File: config.mk
export PLATFORM = sky130hd
export DESIGN_NAME = gpio_edge_port
export DESIGN_NICKNAME = d
export VERILOG_FILES = /design/src/rtl/gpio_edge_pkg.sv /design/src/rtl/gpio_sync.sv /design/src/rtl/gpio_fall_irq.sv /design/src/rtl/gpio_regs.sv /design/src/rtl/gpio_edge_port.sv
export SDC_FILE = /design/constraint.sdc
export NUM_CORES = 1
export LEC_CHECK = 0
export CORE_ASPECT_RATIO = 0.9
export CORE_MARGIN = 10
export CORE_UTILIZATION = 46
export DETAILED_ROUTE_END_ITERATION = 8
export GPL_TIMING_DRIVEN = 0
export PLACE_DENSITY = 0.84
export SLEW_MARGIN = 10
export SYNTH_ARGS = -nofsm -noshare
export SYNTH_HDL_FRONTEND = slang
export SYNTH_SLANG_ARGS = --single-unit
File: constraint.sdc
create_clock -name clk -period 2.7 [get_ports clk]
set_input_delay 0.405 -clock clk [delete_from_list [all_inputs] [get_ports clk]]
set_output_delay 0.405 -clock clk [all_outputs]
set_load 0.02 [all_outputs]
File: src/rtl/gpio_edge_pkg.sv
package gpio_edge_pkg;
    localparam int DATA_W = 16;
    localparam int ADDR_W = 3;

    typedef enum logic [ADDR_W-1:0] {
        SEL_DIR  = 3'd0,
        SEL_DATA = 3'd2,
        SEL_MASK = 3'd4,
        SEL_PEND = 3'd6
    } reg_sel_e;

    typedef struct packed {
        logic              we;
        logic [ADDR_W-1:0] addr;
        logic [DATA_W-1:0] wdata;
    } bus_req_t;

    function automatic logic hits(bus_req_t r, reg_sel_e s);
        return r.we && (r.addr == s);
    endfunction
endpackage

File: src/rtl/gpio_sync.sv
module gpio_sync #(
    parameter int W = 4
) (
    input  logic         clk,
    input  logic         rst,
    input  logic [W-1:0] raw,
    output logic [W-1:0] level
);
    for (genvar i = 0; i < W; i++) begin : g_bit
        logic stage_a, stage_b;
        always_ff @(posedge clk) begin
            if (rst) begin
                stage_a <= 1'b0;
                stage_b <= 1'b0;
            end else begin
                stage_a <= raw[i];
                stage_b <= stage_a;
            end
        end
        assign level[i] = stage_b;
    end
endmodule

File: src/rtl/gpio_fall_irq.sv
module gpio_fall_irq #(
    parameter int W = 4
) (
    input  logic         clk,
    input  logic         rst,
    input  logic [W-1:0] level,
    input  logic [W-1:0] arm,
    input  logic [W-1:0] clr,
    input  logic [W-1:0] mask,
    output logic [W-1:0] pend,
    output logic         irq
);
    logic [W-1:0] prev;
    logic [W-1:0] fall;

    assign fall = prev & ~level & arm;

    always_ff @(posedge clk) begin
        if (rst) begin
            prev <= '0;
            pend <= '0;
        end else begin
            prev <= level;
            pend <= (pend & ~clr) | fall;
        end
    end

    assign irq = |(pend & mask);
endmodule

File: src/rtl/gpio_regs.sv
module gpio_regs
    import gpio_edge_pkg::*;
#(
    parameter int W   = 4,
    parameter int LSB = 8
) (
    input  logic              clk,
    input  logic              rst,
    input  bus_req_t          req,
    input  logic [W-1:0]      level,
    input  logic [W-1:0]      dir_eff,
    input  logic [W-1:0]      pend,
    output logic [W-1:0]      dir,
    output logic [W-1:0]      latch,
    output logic [W-1:0]      mask,
    output logic [W-1:0]      clr,
    output logic [DATA_W-1:0] rdata
);
    localparam int MSB = LSB + W - 1;

    logic [W-1:0] field;
    assign field = req.wdata[MSB:LSB];
    assign clr   = hits(req, SEL_PEND) ? field : '0;

    always_ff @(posedge clk) begin
        if (rst) begin
            dir   <= '0;
            latch <= '0;
            mask  <= '0;
        end else begin
            if (hits(req, SEL_DIR))  dir   <= field;
            if (hits(req, SEL_DATA)) latch <= field;
            if (hits(req, SEL_MASK)) mask  <= field;
        end
    end

    always_comb begin
        rdata = '0;
        case (req.addr)
            SEL_DIR:  rdata[MSB:LSB] = dir;
            SEL_DATA: rdata[MSB:LSB] = (latch & dir_eff) | (level & ~dir_eff);
            SEL_MASK: rdata[MSB:LSB] = mask;
            SEL_PEND: rdata[MSB:LSB] = pend;
            default:  rdata = '0;
        endcase
    end
endmodule

File: src/rtl/gpio_edge_port.sv
module gpio_edge_port
    import gpio_edge_pkg::*;
#(
    parameter int NPINS       = 4,
    parameter int PIN_LSB     = 8,
    parameter int REFRESH_PIN = 0
) (
    input  logic              clk,
    input  logic              rst,
    input  logic [ADDR_W-1:0] bus_addr,
    input  logic              bus_we,
    input  logic [DATA_W-1:0] bus_wdata,
    output logic [DATA_W-1:0] bus_rdata,
    input  logic [NPINS-1:0]  pin_in,
    output logic [NPINS-1:0]  pin_out,
    output logic [NPINS-1:0]  pin_oe,
    input  logic              refresh_mode,
    output logic              refresh_req,
    output logic              irq
);
    bus_req_t         req;
    logic [NPINS-1:0] level, dir, dir_eff, latch, mask, clr, pend, rsel;

    assign req = '{we: bus_we, addr: bus_addr, wdata: bus_wdata};

    always_comb begin
        rsel = '0;
        rsel[REFRESH_PIN] = refresh_mode;
    end

    assign dir_eff     = dir & ~rsel;
    assign pin_oe      = dir_eff;
    assign pin_out     = latch;
    assign refresh_req = refresh_mode & level[REFRESH_PIN];

    gpio_sync #(.W(NPINS)) u_sync (
        .clk(clk), .rst(rst), .raw(pin_in), .level(level)
    );

    gpio_regs #(.W(NPINS), .LSB(PIN_LSB)) u_regs (
        .clk(clk), .rst(rst), .req(req), .level(level), .dir_eff(dir_eff),
        .pend(pend), .dir(dir), .latch(latch), .mask(mask), .clr(clr),
        .rdata(bus_rdata)
    );

    gpio_fall_irq #(.W(NPINS)) u_irq (
        .clk(clk), .rst(rst), .level(level), .arm(~dir_eff & ~rsel),
        .clr(clr), .mask(mask), .pend(pend), .irq(irq)
    );
endmodule


After elaboration in Yosys (flattened, before gate mapping)
Index checks and enable logic that the tools add are counted.

operators by class
  eq/ne operators = 3
  muxes and demuxes = 2
  bitwise logic cells = 15
  reductions and logical operators = 6

operator list
  kind                                                             number
  4-bit AND                                                        8
  4-bit case mux with 4 select lines                               1
  4-bit inverter                                                   3
  4-bit OR                                                         2
  3-bit == test, second input constant                             2
  1-bit logical AND                                                4
  4-bit two-way mux                                                1
  1-bit inverter with 4-bit output                                 1
  4-bit OR reduction                                               1
  3-bit by 2-bit == test with 1-bit output, second input constant  1
  3-bit zero test                                                  1
  1-bit AND                                                        1

word-level totals
  register bits after elaboration = 28
  input bits = 27
  output and inout port bits = 26
  logic and storage cells = 39

Depth between registers and ports, before layout
Gate-level depths: netlist (run 1).

  word-level depth = 6
  gate-level depth with buffers = 5
  mapped depth without buffers = 3

Hierarchy
A second synthesis (run 1) with hierarchy kept.

second synthesis, totals
  cells, all modules = 127
  area, all modules = 1368.8 µm²

modules (own cells, without submodules)
  module          times used  cells each  area an instance (µm²)  sequential area each (µm²)
  gpio_regs       1           74          768.2                   240.2
  gpio_fall_irq   1           27          332.8                   160.2
  gpio_sync       1           20          240.2                   160.2
  gpio_edge_port  1           6           27.5                    0.0

Worst setup path after synthesis (run 1)
No wires, ideal clock.

  path type = input-to-output
  start point = input refresh_mode
  end point = output bus_rdata[8]
  arrival = 1652 ps
  required time = 2295 ps
  setup slack = 643 ps
  cell stages on the path = 3
  buffers on the path = 0
  path through = nor2b_1 -> mux2i_1 -> o41ai_1

between the ends
  word-level cells in the longest chain between the ends = 6
  elaborated cells between the ends (all ways) = 7
  classes of those cells = mux (1); bitwise (6)

ends and longest elaborated chain
  what                                  RTL line              RTL
  from (decl)                           gpio_edge_port.sv:17  input logic refresh_mode,
  1-bit inverter with 4-bit output *    gpio_edge_port.sv:31  assign dir_eff = dir & ~rsel;
  4-bit AND *                           gpio_edge_port.sv:31
  4-bit inverter                        gpio_regs.sv:41       SEL_DATA: rdata[MSB:LSB] = (latch & dir_eff) | (level & ~dir_eff);
  4-bit AND                             gpio_regs.sv:41
  4-bit OR *                            gpio_regs.sv:41
  4-bit case mux with 4 select lines *  gpio_regs.sv:39       case (req.addr)
  to (decl)                             gpio_edge_port.sv:13  output logic [DATA_W-1:0] bus_rdata,

Every way passes the cells marked *; elsewhere a longest branch is shown, timed or not.

Worst setup path after layout (run 1)
  start point = input bus_addr[1]
  end point = output bus_rdata[11]

between the ends
  word-level cells in the longest chain between the ends = 2
  elaborated cells between the ends (all ways) = 5
  classes of those cells = eq/ne (3); mux (1); reduce/logical (1)

ends and longest elaborated chain
  what                                         RTL line              RTL
  from (decl)                                  gpio_edge_port.sv:10  input logic [ADDR_W-1:0] bus_addr,
  3-bit == test, or another cell as far along  gpio_regs.sv:39
  4-bit case mux with 4 select lines *         gpio_regs.sv:39

Marks and branches as above.

==> results of run 1 <==
-- per-stage QoR --
| stage | TNS (ps) | power, W | area, um^2 | hold WS, ps |
|---|---|---|---|---|
| final | 0 | 0.000756 | 1720 | 260 |
| after global routing | 0 | 0.000789 | 1720 | 256 |
| after CTS | 0 | 0.000769 | 1720 | 247 |
| after detailed placement | -263 | 0.000564 | 1690 | 427 |
| after global placement | -60.9 | 0.000560 | 1690 | 417 |
| after floorplan | 0 | 0.000520 | 1380 | 414 |
-- per-layer routing --
layer / up-vias / share of wire (%) / wire (um)
li1: 523 / - / -
met2: 34 / 46 / 1400
met5: - / 0 / 0
met4: 0 / 1.8 / 56
met1: 484 / 47 / 1440
met3: 6 / 4.9 / 148
-- final cells by class --
class	instances	area share, %
buffer	23	10.3
clock buffer	4	2.11
inverter	6	1.31
multi-input combinational	91	35.8
sequential	28	32.7
tap	40	2.92
timing repair buffer	26	14.9
-- logic make-up after synthesis --
family                 after synthesis  share of synthesized area, %
AND/OR/NAND/NOR                     43                          21.6
buffers and inverters               29                          15.0
other                                1                         0.281
multiplexers                        15                          11.3
flip-flops                          28                          42.0
AO/OA/AOI/OAI                       21                          9.85
-- state kept, by name (all words and copies together) (netlist names) --
| signal | cells |
|---|---|
| u_regs.dir | 4 |
| u_irq.prev | 4 |
| u_sync.g_bit.stage_a | 4 |
| u_sync.g_bit.stage_b | 4 |
| u_irq.pend | 4 |
| u_regs.latch | 4 |
| u_regs.mask | 4 |
-- report_power, final --
part	internal [W]	switching [W]	total (W)	leakage, nW
clock network	0.0000826	0.000119	0.000202	0.0210
registers	0.000426	0.00000760	0.000434	0.228
logic	0.0000602	0.0000607	0.000121	0.468
-- path summary, 6_finish.rpt --
check                             to  slack, ps  cells past startpoint
max                    bus_rdata[11]        200                      6
min          u_sync.g_bit[3].stage_b        260                      2
max reg2reg            u_irq.pend[0]       1500                      2
min reg2reg            u_irq.pend[3]        440                      2
-- layout by cell type, fill, tap and decap left out, types with 2 or more instances in the layout --
cell and instances:
clkbuf_2 2, o21ai_0 5, clkdlybuf4s50_1 22, clkbuf_4 3
a21oi_1 6, nor2_1 13, buf_6 2, a22oi_1 2
nand2_1 2, and4bb_2 4, nand4b_1 2, mux2i_1 15
or3b_2 2, a31oi_1 3, buf_4 17, dfxtp_1 28
inv_1 6, nor2b_1 14, conb_1 12, dlygate4sd2_1 4
==> flow_metrics.env, run 1 <==
export IMPL_ys_ff_latch=28
export IMPL_fin_cells=218
export IMPL_placed_cells=214
export IMPL_arrival_ps=2100
export IMPL_antenna_found_initial=0
export IMPL_status="finished clean"
export IMPL_h_tree_depth=1
export IMPL_rsz0062_at_grt="false"
export IMPL_finalSetupViolCount=0
export IMPL_dpl_hpwl_mm=2.42
export IMPL_area_growth_pct=28.7
export IMPL_reg2reg_from="u_regs.dir[0]"
export IMPL_async_flop_share_pct=0
export IMPL_cts_buffers_inserted=3
export IMPL_clock_sinks=28
export IMPL_synth_largest_area_cell="dfxtp_1"
export IMPL_yosys_top_cells_count="dfxtp_1, buf_4, mux2i_1, nor2b_1, nor2_1"
export IMPL_antenna_cells=0
export IMPL_critPathBufInv=3
export IMPL_cellLeakagePower_nw=0.718
export IMPL_place_port_buffers=26
export IMPL_chipWidth_um=76.8
export IMPL_clockBufferDepth=2
export IMPL_synth_area_um2=1330
export IMPL_cts_tree="built"
export IMPL_dieArea_um2=5460
export IMPL_grt_pass1_vias=960
export IMPL_core_area_um2=2770
export IMPL_grt_max_degree=16
export IMPL_layout_drive_gt1_share_pct=19.7
export IMPL_critical_path_max_stage_delay_ps=620
export IMPL_place_worst_setup_slack_ps=-83.3
export IMPL_postSynthAreaPerCell_um2=9.74
export IMPL_hold_viol_final=0
export IMPL_final_nets=206
export IMPL_drc=0
export IMPL_grtUsageMet2_pct=17.6
export IMPL_netlist_instances=137
export IMPL_end_kind="primary output"
export IMPL_fp_row_count=18
export IMPL_grt_met3_usage_pct=2.53
export IMPL_grt_pass1_wl_mm=4.89
export IMPL_gr_usage_met1_pct=13.3
export IMPL_track_usage_pct=10.9
export IMPL_insertion_delay_ps=320
export IMPL_drt_iter0_drc=96
export IMPL_yosysWarningCount=0
export IMPL_clk_pin_slew_worst_paths_ps=140
export IMPL_ys_types=30
export IMPL_finalCriticalPeriod_ps=2500
export IMPL_min_path_type="primary input to flip-flop"
export IMPL_cp_required_ps=2300
export IMPL_synth_edf_count=0
export IMPL_maxSlewViolCount=0
export IMPL_synth_top_area_share_pct=42.0
export IMPL_grt_remaining_overflow=0
export IMPL_ant_nets=0
export IMPL_ys_flop_type="dfxtp_1"
export IMPL_peakVddDrop_v=0.000314
export IMPL_cp_top_family="buffers and inverters"
export IMPL_critPathLaunch="bus_addr[1]"
export IMPL_vias=1047
export IMPL_yosysSeqAreaShare_pct=42.0
export IMPL_start_util_pct=48.1
export IMPL_wirelength_mm=3.04
export IMPL_finalCoreUtilization_pct=62.0
export IMPL_cpMaxStageDelayCell="clkdlybuf4s50_1"
export IMPL_drtPass1Iterations=4
export IMPL_regArea_um2=561
export IMPL_place_gp_congestion=0.881
export IMPL_fillers=257
export IMPL_worstPathCellList="clkdlybuf4s50_1 -> buf_4 -> mux2i_1 -> a21o_2 -> a31oi_1 -> dlygate4sd2_1"
export IMPL_dieHeight_um=71.1
export IMPL_crit_type="primary input to primary output"
export IMPL_io_pins=53
export IMPL_cts_hold_buf=0
export IMPL_post_cts_setup_buffers=0
export IMPL_multi_input_area_um2=614
export IMPL_grt_busiest_layer="met2"
export IMPL_critPathMaxFanout=10
export IMPL_fin_skew_ps=0.644
export IMPL_yosys_cell_count_top_type="dfxtp_1"
export IMPL_cts_root_buf="clkbuf_4"
export IMPL_yosys_top_cells_area="dfxtp_1, mux2i_1, buf_4, nor2b_1, and4bb_2"
export IMPL_fmax_mhz=400
export IMPL_viasPerCell=4.80
export IMPL_powerDensity_nw_per_um2=441
export IMPL_routedWlPerCell_um=13.9
export IMPL_period_share_pct=92.7
export IMPL_min_from="rst"
export IMPL_cts_resized=4
export IMPL_fin_ws_ps=197
export IMPL_start_kind="primary input"
export IMPL_maxCapViolCount=0
Note: power is estimated with default switching activity, not from simulation.
==> run 2: changes to the inputs <==
- ABC_CLOCK_PERIOD_IN_PS: unset -> 2700
- RECOVER_POWER: unset -> 100
==> run 2 against run 1 <==
Maximum frequency shrank 0.30%. Sequential power about the same. Via count grew 0.29%. Hold slack about the same. Power down 0.73%. Sequential share of layout area is 0.39 points higher. Largest cell class unchanged. Largest power group unchanged.
==> flow_metrics.env, run 2 (synthesis gave the netlist of run 1 again) <==
export IMPL_final_nets=206
export IMPL_status="finished clean"
export IMPL_ant_nets=0
export IMPL_fp_row_count=18
export IMPL_fin_ws_ps=190
export IMPL_clk_pin_slew_worst_paths_ps=140
export IMPL_arrival_ps=2110
export IMPL_start_util_pct=48.1
export IMPL_placed_cell_area_um2=1690
export IMPL_antenna_cells=0
export IMPL_powerDensity_nw_per_um2=443
export IMPL_finalCriticalPeriod_ps=2510
export IMPL_grt_remaining_overflow=0
export IMPL_relSlewSlack_pct=17.9
export IMPL_cts_hold_buf=0
export IMPL_drtPass1Iterations=4
export IMPL_vias=1050
export IMPL_h_tree_depth=1
export IMPL_drt_iter0_drc=99
export IMPL_core_area_um2=2770
export IMPL_start_kind="primary input"
export IMPL_fin_skew_ps=1.01
export IMPL_cts_buffers_inserted=3
export IMPL_end_kind="primary output"
export IMPL_chipWidth_um=76.8
export IMPL_final_area_um2=1700
export IMPL_finalCoreUtilization_pct=61.2
export IMPL_wirelength_mm=3.04
export IMPL_fmax_mhz=398
export IMPL_place_worst_setup_slack_ps=-83.3
export IMPL_grt_max_degree=16
export IMPL_layout_drive_gt1_share_pct=18.0
export IMPL_hold_viol_final=0
export IMPL_placed_cells=214
export IMPL_cp_required_ps=2300
export IMPL_min_path_type="primary input to flip-flop"
export IMPL_maxSlewViolCount=0
export IMPL_cellLeakagePower_nw=0.738
export IMPL_clock_sinks=28
export IMPL_cts_root_buf="clkbuf_4"
export IMPL_critPathMaxFanout=10
export IMPL_crit_type="primary input to primary output"
export IMPL_fin_cells=218
export IMPL_dieHeight_um=71.1
export IMPL_worst_pin_slew_ps=1210
export IMPL_track_usage_pct=10.9
export IMPL_place_port_buffers=26
export IMPL_place_gp_congestion=0.881
export IMPL_io_pins=53
export IMPL_rsz0062_at_grt="false"
export IMPL_area_growth_pct=27.2
export IMPL_insertion_delay_ps=320
export IMPL_post_cts_setup_buffers=0
export IMPL_dpl_hpwl_mm=2.42
export IMPL_final_common_cell="dfxtp_1"
export IMPL_final_cell_mix="dfxtp_1, buf_4, mux2i_1, nor2b_1, dlygate4sd3_1"
export IMPL_cts_tree="built"
export IMPL_clockBufferDepth=2
export IMPL_finalSetupViolCount=0
export IMPL_drc=0
export IMPL_grt_pass1_vias=960
export IMPL_peakVddDrop_v=0.000313
export IMPL_cts_resized=4
export IMPL_grt_pass1_wl_mm=4.89
export IMPL_routedWlPerCell_um=13.9
export IMPL_period_share_pct=93.0
export IMPL_viasPerCell=4.82
export IMPL_maxCapViolCount=0
export IMPL_antenna_found_initial=0
export IMPL_dieArea_um2=5460
-- run 2: cell count changes in the layout (fill, tap and decap cells not counted), sizes merged --
cell,before,now
clkbuf,6,7
dlygate4sd3,0,14
buf,20,19
clkdlybuf4s50,22,8
-- run 2: final timing paths --
check / from / to / slack [ps] / depth (start not counted)
min reg2reg: u_irq.prev[3] / u_irq.pend[3] / 440 / 2
max reg2reg: u_regs.dir[0] / u_irq.pend[0] / 1500 / 2
min: rst / u_sync.g_bit[3].stage_b / 260 / 2
max: bus_addr[1] / bus_rdata[8] / 190 / 5
-- run 2: layout make-up --
class | count | area (um^2)
sequential | 28 | 561
inverter | 6 | 22.5
timing repair buffer | 26 | 255
multi-input combinational | 91 | 599
clock buffer | 4 | 36.3
buffer | 23 | 173
tap | 40 | 50.0
fill | 261 | 1070
-- run 2: metrics by stage --
step           total power (W)  TNS, ps  hold WS [ps]
2_1_floorplan         0.000520        0           414
3_3_place_gp          0.000560    -60.9           417
3_5_place_dp          0.000564     -263           427
4_1_cts               0.000769        0           247
5_1_grt               0.000784        0           256
6_report              0.000751        0           260
-- run 2: worst max-delay path, stage by stage --
cell	delay [ps]
clkdlybuf4s50_1	570
clkbuf_2	260
inv_1	120
o41ai_1	360
dlygate4sd2_1	380
-- run 2: layer usage --
layer,track usage (%),wire length [um],vias up
met3,2.53,172,6
met5,0,0,-
met2,17.6,1410,39
met1,13.3,1400,482
met4,5.77,56,0
li1,-,-,523
-- run 2: report_power, final --
part,internal (W),switching [W]
clock network,0.0000826,0.000119
registers,0.000426,0.00000752
logic,0.0000566,0.0000592
==> run 3: changes to the inputs <==
- SYNTH_HIERARCHICAL: unset -> 1
==> run 3 against run 2 <==
Maximum frequency shrank 3.9%. Register-to-register slack gained 360 ps. Flip-flop and latch count is the same. Sequential power is essentially flat. Worst setup slack lost 100 ps. Area after synthesis grew 2.6%. Utilization grew 1.8 points. Critical path depth is the same.
==> flow_metrics.env, run 3 <==
export IMPL_finalCriticalPeriod_ps=2610
export IMPL_async_flop_share_pct=0
export IMPL_final_nets=196
export IMPL_yosys_cell_count_top_type="dfxtp_1"
export IMPL_fin_skew_ps=9.18
export IMPL_final_cell_mix="dfxtp_1, nor2b_1, buf_4, nor2_1"
export IMPL_start_util_pct=49.0
export IMPL_critPathMaxFanout=3
export IMPL_io_pins=53
export IMPL_end_kind="primary output"
export IMPL_maxCapViolCount=0
export IMPL_critPathBufInv=2
export IMPL_worstPathCellList="buf_4 -> mux2_1 -> mux4_2 -> nor2b_1 -> clkdlybuf4s50_1"
export IMPL_clock_sinks=28
export IMPL_ys_types=22
export IMPL_fp_row_count=18
export IMPL_insertion_delay_ps=330
export IMPL_antenna_cells=0
export IMPL_rsz0062_at_grt="false"
export IMPL_routedWlPerCell_um=13.9
export IMPL_yosys_top_cells_count="dfxtp_1, nor2b_1, buf_4, nor2_1, mux2i_1"
export IMPL_ys_ff_latch=28
export IMPL_powerDensity_nw_per_um2=468
export IMPL_dieArea_um2=5560
export IMPL_clk_pin_slew_worst_paths_ps=150
export IMPL_place_gp_congestion=0.784
export IMPL_status="finished clean"
export IMPL_ant_nets=0
export IMPL_period_share_pct=96.7
export IMPL_grt_max_degree=20
export IMPL_dieHeight_um=71.8
export IMPL_fmax_mhz=383
export IMPL_core_area_um2=2790
export IMPL_yosys_top_cells_area="dfxtp_1, mux2i_1, buf_4, nor2b_1, mux4_2"
export IMPL_drc=0
export IMPL_chipWidth_um=77.5
export IMPL_wirelength_mm=2.88
export IMPL_antenna_found_initial=0
export IMPL_cellLeakagePower_nw=0.752
export IMPL_yosysSeqAreaShare_pct=41.0
export IMPL_peakVddDrop_v=0.000393
export IMPL_fin_ws_ps=88.7
export IMPL_layout_drive_gt1_share_pct=20.8
export IMPL_cpMaxStageDelayCell="clkdlybuf4s50_1"
export IMPL_vias=960
export IMPL_min_path_type="flip-flop to flip-flop"
export IMPL_synth_area_um2=1370
export IMPL_synth_largest_area_cell="dfxtp_1"
export IMPL_relSlewSlack_pct=52.1
export IMPL_grt_pass1_wl_mm=4.53
export IMPL_synth_edf_count=0
export IMPL_hold_viol_final=0
export IMPL_dpl_hpwl_mm=2.17
export IMPL_cts_tree="built"
export IMPL_yosysWarningCount=6
export IMPL_cp_top_family="multiplexers"
export IMPL_viasPerCell=4.62
export IMPL_drtPass1Iterations=4
export IMPL_netlist_instances=127
export IMPL_synth_top_area_share_pct=41.0
export IMPL_ys_flop_type="dfxtp_1"
export IMPL_grt_pass1_vias=936
export IMPL_worst_pin_slew_ps=717
export IMPL_track_usage_pct=9.91
export IMPL_cp_required_ps=2300
export IMPL_maxSlewViolCount=0
export IMPL_clockBufferDepth=2
export IMPL_place_port_buffers=26
export IMPL_h_tree_depth=1
export IMPL_critical_path_max_stage_delay_ps=550
export IMPL_place_worst_setup_slack_ps=-208
export IMPL_arrival_ps=2210
export IMPL_grt_remaining_overflow=0
export IMPL_cts_buffers_inserted=3
export IMPL_final_common_cell="dfxtp_1"
export IMPL_cts_root_buf="clkbuf_4"
export IMPL_drt_iter0_drc=74
export IMPL_finalSetupViolCount=0
export IMPL_holdWs_ps=460
export IMPL_start_kind="flip-flop"
export IMPL_postSynthAreaPerCell_um2=10.8
export IMPL_crit_type="flip-flop to primary output"
export IMPL_area_growth_pct=28.6
## run 3: per-layer routing
layer	share of wire (%)	track usage (%)	up-vias	routed length, um
met1	45	12.1	438	1310
met3	10	5.24	2	290
met4	0.28	1.21	0	8
met5	0	0	-	0
met2	44	15.5	44	1270
li1	-	-	476	-
## run 3: area by class of cell
cell class | count | area, um^2
Inverter | 3 | 11.3
Fill cell | 251 | 1030
Multi-Input combinational cell | 86 | 688
Tap cell | 40 | 50.0
Buffer | 21 | 149
Timing Repair Buffer | 26 | 248
Clock buffer | 3 | 22.5
Sequential cell | 28 | 562
Clock inverter | 1 | 30.0
## run 3: worst paths after layout
kind | from | endpoint | slack [ps] | cells past startpoint
setup / recovery | u_sync/g_bit[3].stage_b | bus_rdata[11] | 90 | 5
hold / removal | u_sync/g_bit[2].stage_a | u_sync/g_bit[2].stage_b | 460 | 1
setup reg to reg | u_regs/dir[0] | u_irq/pend[0] | 1860 | 3
hold reg to reg | u_sync/g_bit[2].stage_a | u_sync/g_bit[2].stage_b | 460 | 1
## run 3: cells by family after synthesis
kind of cell,count (synthesis),share of synthesized area (%)
multiplexers,20,18.6
flip-flops,28,41.0
buffers and inverters,24,11.8
AO/OA/AOI/OAI,6,2.83
AND/OR/NAND/NOR,48,25.5
other,1,0.274
## run 3: worst register-to-register path, delay by kind of cell, from the launching register on
| kind | cells | cell delay, ps |
|---|---|---|
| compound gates | 1 | 130 |
| flops | 1 | 360 |
| simple gates | 2 | 280 |
## run 3: per-stage QoR
| stage | instance area, um^2 | power [W] | utilization (%) | std cells | setup TNS (ps) |
|---|---|---|---|---|---|
| after detailed placement | 1720 | 0.000562 | 61.6 | 204 | -208 |
| after global routing | 1760 | 0.000853 | 63.0 | 208 | 0 |
| after CTS | 1770 | 0.000833 | 63.5 | 208 | 0 |
| after floorplan | 1410 | 0.000519 | - | 138 | 0 |
| final | 1760 | 0.000823 | 63.0 | 208 | 0 |
| after global placement | 1720 | 0.000559 | 61.6 | 204 | -192 |
## run 3: power breakdown
part	internal [W]	switching, W
combinational	0.0000609	0.0000572
clock	0.000150	0.000122
sequential	0.000426	0.00000742
## run 3: repair_timing
action / in CTS / in global routing
gates resized for setup: 3 / 4
endpoints found under the hold margin: 0 / 0
hold buffers: 0 / 0
setup endpoints to repair: 2 / 3
buffers inserted: 0 / 0
